### config.mk
export PLATFORM = sky130hd
export DESIGN_NAME = pwm_freq_sched
export DESIGN_NICKNAME = d
export VERILOG_FILES = /design/src/rtl/pwm_sched_pkg.sv /design/src/rtl/pwm_burst_gate.sv /design/src/rtl/pwm_hop_gen.sv /design/src/rtl/pwm_period_calc.sv /design/src/rtl/pwm_freq_sched.sv
export SDC_FILE = /design/constraint.sdc
export NUM_CORES = 1
export LEC_CHECK = 0
export BUFFER_PORTS_ARGS = -buffer_cell sky130_fd_sc_hd__buf_2
export CORE_MARGIN = 10
export CORE_UTILIZATION = 61
export DETAILED_ROUTE_END_ITERATION = 6
export PLACE_DENSITY = 0.8
export SLEW_MARGIN = 20
export SYNTH_ARGS = -nofsm -noshare
export SYNTH_HDL_FRONTEND = slang
export SYNTH_SLANG_ARGS = --single-unit
### constraint.sdc
create_clock -name clk -period 26.9 [get_ports clk]
set_input_delay 0 -clock clk [delete_from_list [all_inputs] [get_ports clk]]
set_output_delay 0 -clock clk [all_outputs]
set_load 0.1 [all_outputs]
### src/rtl/pwm_sched_pkg.sv
package pwm_sched_pkg;
  typedef enum logic {
    HOP_RISE = 1'b0,
    HOP_FALL = 1'b1
  } hop_dir_e;
endpackage

### src/rtl/pwm_burst_gate.sv
module pwm_burst_gate #(
  parameter int FB_W        = 10,
  parameter int STOP_CODE   = 410,
  parameter int RESUME_CODE = 430
) (
  input  logic            clk,
  input  logic            rst_n,
  input  logic [FB_W-1:0] fb_code,
  output logic            burst
);
  localparam logic [FB_W-1:0] STOP_C   = FB_W'(STOP_CODE);
  localparam logic [FB_W-1:0] RESUME_C = FB_W'(RESUME_CODE);

  always_ff @(posedge clk or negedge rst_n) begin
    if (!rst_n) begin
      burst <= 1'b0;
    end else if (burst) begin
      if (fb_code > RESUME_C) burst <= 1'b0;
    end else if (fb_code < STOP_C) begin
      burst <= 1'b1;
    end
  end
endmodule

### src/rtl/pwm_hop_gen.sv
module pwm_hop_gen
  import pwm_sched_pkg::*;
#(
  parameter int HOP_AMP = 20,
  parameter int HOP_W   = $clog2(HOP_AMP + 1) + 1
) (
  input  logic                    clk,
  input  logic                    rst_n,
  input  logic                    step,
  output logic signed [HOP_W-1:0] offset
);
  generate
    if (HOP_AMP == 0) begin : g_flat
      assign offset = '0;
    end else begin : g_tri
      localparam logic signed [HOP_W-1:0] TOP = HOP_W'(HOP_AMP);
      localparam logic signed [HOP_W-1:0] BOT = -TOP;
      localparam logic signed [HOP_W-1:0] ONE = HOP_W'(1);
      hop_dir_e dir_q;
      logic signed [HOP_W-1:0] off_q;

      always_ff @(posedge clk or negedge rst_n) begin
        if (!rst_n) begin
          off_q <= '0;
          dir_q <= HOP_RISE;
        end else if (step) begin
          if (dir_q == HOP_RISE) begin
            if (off_q == TOP) begin
              off_q <= off_q - ONE;
              dir_q <= HOP_FALL;
            end else begin
              off_q <= off_q + ONE;
            end
          end else begin
            if (off_q == BOT) begin
              off_q <= off_q + ONE;
              dir_q <= HOP_RISE;
            end else begin
              off_q <= off_q - ONE;
            end
          end
        end
      end
      assign offset = off_q;
    end
  endgenerate
endmodule

### src/rtl/pwm_period_calc.sv
module pwm_period_calc #(
  parameter int FB_W        = 10,
  parameter int PER_W       = 12,
  parameter int HOP_W       = 6,
  parameter int PERIOD_FAST = 769,
  parameter int PERIOD_SLOW = 2083,
  parameter int KNEE_CODE   = 553,
  parameter int FLOOR_CODE  = 461,
  parameter int DUTY_PCT    = 85
) (
  input  logic [FB_W-1:0]         fb_code,
  input  logic signed [HOP_W-1:0] hop_off,
  output logic [PER_W-1:0]        period,
  output logic [PER_W-1:0]        max_on
);
  localparam int SPAN_CODE = KNEE_CODE - FLOOR_CODE;
  localparam int SPAN_PER  = PERIOD_SLOW - PERIOD_FAST;

  int fb_i;
  int per_i;
  int on_i;

  always_comb begin
    fb_i = int'(fb_code);
    if (fb_i >= KNEE_CODE) begin
      per_i = PERIOD_FAST + int'(hop_off);
    end else if (fb_i <= FLOOR_CODE) begin
      per_i = PERIOD_SLOW;
    end else begin
      per_i = PERIOD_FAST + ((KNEE_CODE - fb_i) * SPAN_PER) / SPAN_CODE;
    end
    on_i   = (per_i * DUTY_PCT) / 100;
    period = PER_W'(per_i);
    max_on = PER_W'(on_i);
  end
endmodule

### src/rtl/pwm_freq_sched.sv
module pwm_freq_sched #(
  parameter int FB_W        = 10,
  parameter int PERIOD_FAST = 769,
  parameter int PERIOD_SLOW = 2083,
  parameter int HOP_AMP     = 20,
  parameter int KNEE_CODE   = 553,
  parameter int FLOOR_CODE  = 461,
  parameter int STOP_CODE   = 410,
  parameter int RESUME_CODE = 430,
  parameter int DUTY_PCT    = 85
) (
  input  logic            clk,
  input  logic            rst_n,
  input  logic [FB_W-1:0] fb_code,
  input  logic            cs_trip,
  output logic            gate_on,
  output logic            cycle_start,
  output logic            burst_active
);
  localparam int PER_W = $clog2(PERIOD_SLOW + 1);
  localparam int HOP_W = $clog2(HOP_AMP + 1) + 1;
  localparam logic [PER_W-1:0] ONE = PER_W'(1);

  logic                    burst;
  logic signed [HOP_W-1:0] hop_off;
  logic [PER_W-1:0]        per_new, on_new;
  logic [PER_W-1:0]        cnt_q, per_q, maxon_q, cnt_nxt;
  logic                    gate_q, start_q, boundary;

  pwm_burst_gate #(
    .FB_W(FB_W), .STOP_CODE(STOP_CODE), .RESUME_CODE(RESUME_CODE)
  ) u_burst (
    .clk(clk), .rst_n(rst_n), .fb_code(fb_code), .burst(burst)
  );

  assign boundary = !burst && (cnt_q == '0);

  pwm_hop_gen #(
    .HOP_AMP(HOP_AMP), .HOP_W(HOP_W)
  ) u_hop (
    .clk(clk), .rst_n(rst_n), .step(boundary), .offset(hop_off)
  );

  pwm_period_calc #(
    .FB_W(FB_W), .PER_W(PER_W), .HOP_W(HOP_W),
    .PERIOD_FAST(PERIOD_FAST), .PERIOD_SLOW(PERIOD_SLOW),
    .KNEE_CODE(KNEE_CODE), .FLOOR_CODE(FLOOR_CODE), .DUTY_PCT(DUTY_PCT)
  ) u_calc (
    .fb_code(fb_code), .hop_off(hop_off), .period(per_new), .max_on(on_new)
  );

  always_comb begin
    cnt_nxt = (cnt_q == per_q - ONE) ? '0 : cnt_q + ONE;
  end

  always_ff @(posedge clk or negedge rst_n) begin
    if (!rst_n) begin
      cnt_q   <= '0;
      per_q   <= PER_W'(PERIOD_FAST);
      maxon_q <= '0;
      gate_q  <= 1'b0;
      start_q <= 1'b0;
    end else if (burst) begin
      cnt_q   <= '0;
      gate_q  <= 1'b0;
      start_q <= 1'b0;
    end else if (boundary) begin
      per_q   <= per_new;
      maxon_q <= on_new;
      cnt_q   <= ONE;
      gate_q  <= 1'b1;
      start_q <= 1'b1;
    end else begin
      start_q <= 1'b0;
      cnt_q   <= cnt_nxt;
      gate_q  <= gate_q && !cs_trip && (cnt_nxt != '0) && (cnt_nxt <= maxon_q);
    end
  end

  assign gate_on      = gate_q;
  assign cycle_start  = start_q;
  assign burst_active = burst;
endmodule

==> metrics.txt, run 1 <==
Starting Density=62.1%; clk root buf=clkbuf_16; Err=[ERROR GRT-0116] Global routing finished with congestion. Check the congestion regions in the DRC Viewer.; Max Buffers Root-to-Sink=2; Exit stage=5_1_grt; RD Place Congestion=1.10; Buffers on Ports=15; GRT overflow=957; dpl hpwl=78700 um; Total GRT Usage=84.6%; largest net degree at the start of global routing=47; Top FF cell, synth=dfrtp_1; #FFs+latches synth=46; post-synthesis cell area=23400 um2; Syn Area/Cell=7.89 um2; Post-synth ARST share=100%; EDFF count, synth=0; Mapped Cells=2971; vias in the first global route=45100; Ys Warns=0; CTS H-tree lvls=2; count of standard-cell rows=71; IO Count=16; die width=216 um; Mapped Nets=3237; die height=216 um; clk sinks=46; outcome=did not finish; library cells used by synthesis=193; global-route wire length before repair=312000 um; post-synthesis sequential area ratio=4.93%; cts bufs inserted=5
==> cells in the mapped netlist (all sizes together), types with 32 or more instances <==
| master | number | area (um2) |
|---|---|---|
| nor4 | 38 | 318 |
| xor2 | 88 | 812 |
| nor2 | 279 | 1100 |
| a21oi | 191 | 1130 |
| inv | 245 | 922 |
| buf | 46 | 410 |
| and2 | 35 | 253 |
| nand3 | 86 | 465 |
| o211ai | 45 | 410 |
| dfrtp | 43 | 1080 |
| o21ai | 167 | 945 |
| nand4 | 34 | 234 |
| a211oi | 54 | 490 |
| a31oi | 60 | 447 |
| or2 | 32 | 213 |
| ha | 189 | 2360 |
| mux2i | 52 | 571 |
| xnor2 | 181 | 1660 |
| a21o | 42 | 340 |
| nand2 | 231 | 920 |
| nor3 | 112 | 671 |
| and3 | 40 | 308 |
| fa | 64 | 1280 |
==> repair_timing <==
action,4_1_cts
buffers inserted,136
endpoints found under the setup margin,12
resized for setup,320
cloned,1
pin swaps,190
hold endpoints to repair,44
hold buffers,2
==> cells by family after synthesis <==
group | after synthesis | share of synthesized area [%]
mux | 80 | 3.89
buf+inv | 324 | 6.81
simple gates | 1015 | 23.6
fa+ha+maj | 264 | 16.1
flops | 46 | 4.93
xor+xnor | 269 | 10.5
compound gates | 973 | 34.1
==> stage by stage <==
step	setup WS (ns)	hold slack (ns)	TNS, ns	area, um2	cells
after floorplan	-9.98	-0.296	-114.90	24400	2971
after CTS	-11.35	0.0745	-132.68	35100	4582
after detailed placement	-13.24	0.252	-154.51	32100	4436
after global placement	-10.52	0.231	-122.10	32100	4436
==> routing by layer <==
metal	track usage, %	overflow
met1	80.2	36
met3	77.4	33
met2	95.6	599
met4	89.8	279
met5	56.4	10
==> inputs of run 2 (changes only) <==
--- a/config.mk
+++ b/config.mk
@@ -7,9 +7,9 @@
 export LEC_CHECK = 0
 export BUFFER_PORTS_ARGS = -buffer_cell sky130_fd_sc_hd__buf_2
 export CORE_MARGIN = 10
-export CORE_UTILIZATION = 61
+export CORE_UTILIZATION = 40
 export DETAILED_ROUTE_END_ITERATION = 6
-export PLACE_DENSITY = 0.8
+export PLACE_DENSITY_LB_ADDON = 0.15
 export SLEW_MARGIN = 20
 export SYNTH_ARGS = -nofsm -noshare
 export SYNTH_HDL_FRONTEND = slang
==> constraint.sdc (replaced) <==
create_clock -name clk -period 35 [get_ports clk]
set_input_delay 0 -clock clk [delete_from_list [all_inputs] [get_ports clk]]
set_output_delay 0 -clock clk [all_outputs]
set_load 0.1 [all_outputs]
==> metrics.txt, run 2 <==
Worst Path Arrival=38.20 ns; Core Area=57900 um2; Hold WS=0.0747 ns; failing checks=negative setup slack; Worst-Margin Slew=1.09 ns; Die ar.=68700 um2; Synth top cells by count=263 x nor2_1, 243 x inv_1, 216 x nand2_1; Setup CP Type=primary input to flip-flop; post-synth top area cell=ha_1; clock-pin slew of the registers on the worst-case setup and hold paths=0.06 ns; die height=262 um; top-count cell post-synth=nor2_1; EDFF count, synth=0; Peak Freq=0.0263 GHz; CP Capture Type=flip-flop; final net count=4412; DRC errors left=0; post-synthesis cell area=23400 um2; slowest CP cell=or4_4; antenna viol nets, final=0; Final Instance Area=36700 um2; count of standard-cell rows=88; via count=27600; antenna violations before repair=0; Setup violations, final=12; worst path required time=35.15 ns; Post-Route Skew=0.00761 ns; TritonCTS clock tree=built; Max-cap violations=0; clk sinks=46; routed wire length=83400 um; die width=262 um; Starting Density=40.5%; CP startpoint kind=primary input; outcome=complete, but fails checks; initial DRC count=1712; commonest non-fill, non-tap cells in the layout=1181 x buf_4, 241 x nor2_1, 237 x inv_1; max incr delay on CP=0.55 ns; Skew-Pair Late Insertion Delay=0.28 ns; area post-placement=32600 um2; final core occ=63.4%; most used cell, CP=buf_4; Min Clock Period, post-route=38.05 ns; Mapped Nets=3237; Top FF cell, synth=dfrtp_1; largest net degree at the start of global routing=47; post-synthesis sequential area ratio=4.93%; crit path setup slack, layout=-3.05 ns; Largest regs=cnt_q: 12 flops, maxon_q: 12 flops, per_q: 12 flops; Mapped Cells=2971; #FFs+latches synth=46; clk root buf=clkbuf_16; dpl hpwl=65300 um; Max Buffers Root-to-Sink=2; Area Overhead vs Synth=56.7%; synth top area cells=ha_1 10%, xnor2_1 6.4%, fa_1 5.5%, dfrtp_1 4.6%, nor2_1 4.2%; most common cell after layout, fill and taps aside=buf_4; fin. max-slew vios=0; RD Place Congestion=0.966; cts bufs inserted=5; crit-path max FO=7; WL per Instance=17.0 um; Ys Warns=0; Vias/cell=5.63; first drt pass iteration count=6; share of the synthesized area in the top cell type=10.1%; RSZ-0062 raised after global routing=yes; final worst path period share=109%; Worst Hold Class=primary input to flip-flop; Post-synth ARST share=100%; Buffers on Ports=15; Ant. Diodes=0; share of layout cells above drive strength 1=49.6%; global-route wire length before repair=135000 um; vias in the first global route=27600; slew margin rel.=27.1%; GRT overflow=0; IO Count=16; CTS H-tree lvls=2; Syn Area/Cell=7.89 um2; final hold vios=0; Total GRT Usage=22.9%; library cells used by synthesis=193
## run 2: cell counts after synthesis
No cell type changed its count.
## run 2: worst paths after layout
kind | from | cells past startpoint | endpoint | slack (ns)
hold / removal | fb_code[8] | 3 | u_burst.burst | 0.07
min in group asynchronous | rst_n | 3 | maxon_q[7] | 0.36
setup reg to reg | u_hop.offset[0] | 121 | maxon_q[10] | 10.38
hold reg to reg | maxon_q[1] | 2 | maxon_q[1] | 0.49
max in group asynchronous | rst_n | 3 | maxon_q[6] | 34.24
setup / recovery | fb_code[2] | 194 | maxon_q[10] | -3.05
## run 2: routing by layer
metal / routed length, um / vias up / global-route usage, %
li1: - / 13500 / -
met1: 37500 / 13300 / 30.2
met2: 41100 / 689 / 40.5
met3: 3190 / 132 / 1.66
met4: 1500 / 0 / 4.36
met5: 0 / - / 0
## run 2: worst max-delay path: cells and delay by family
kind            cells  cell delay, ns
simple gates       39            8.16
mux                 8            2.21
xor+xnor           12            2.08
compound gates     87           17.16
fa+ha+maj          13            3.92
buf+inv            35            4.55
## run 2: final cells by class
class / count / area (um2)
inverters: 246 / 950
clock inverters: 1 / 8.76
well taps: 765 / 957
multi-input cells: 2602 / 23900
clock buffers: 7 / 143
fillers: 4970 / 21200
repair buffers: 1245 / 9580
flip-flops and latches: 46 / 1150
## run 2: cell families (layout without fill, tap and decap cells)
logic type | Yosys count | after routing | share of synthesized area (%)
mux | 80 | 80 | 3.89
xor+xnor | 269 | 269 | 10.5
buf+inv | 324 | 1499 | 6.81
flops | 46 | 46 | 4.93
simple gates | 1015 | 1015 | 23.6
compound gates | 973 | 974 | 34.1
fa+ha+maj | 264 | 264 | 16.1
## run 2: what timing repair did
item,in CTS,in global routing
gates resized for setup,266,188
pin swaps,158,178
gates cloned,2,0
endpoints found under the setup margin,12,12
setup buffers,135,68
hold buffers,2,0
endpoints found under the hold margin,44,0
## run 2: through the flow
stage | TNS, ns | cells | setup WS (ns)
5_1_grt | -51.31 | 4912 | -4.53
3_3_place_gp | -36.31 | 4704 | -3.39
3_5_place_dp | -42.38 | 4704 | -3.87
6_report | -33.65 | 4912 | -3.05
4_1_cts | -24.51 | 4847 | -2.24
2_1_floorplan | -17.70 | 2971 | -1.88
Power of run 2 is not shown: default switching activity piles up to over one toggle a cycle in this logic, so the estimate is an artifact.
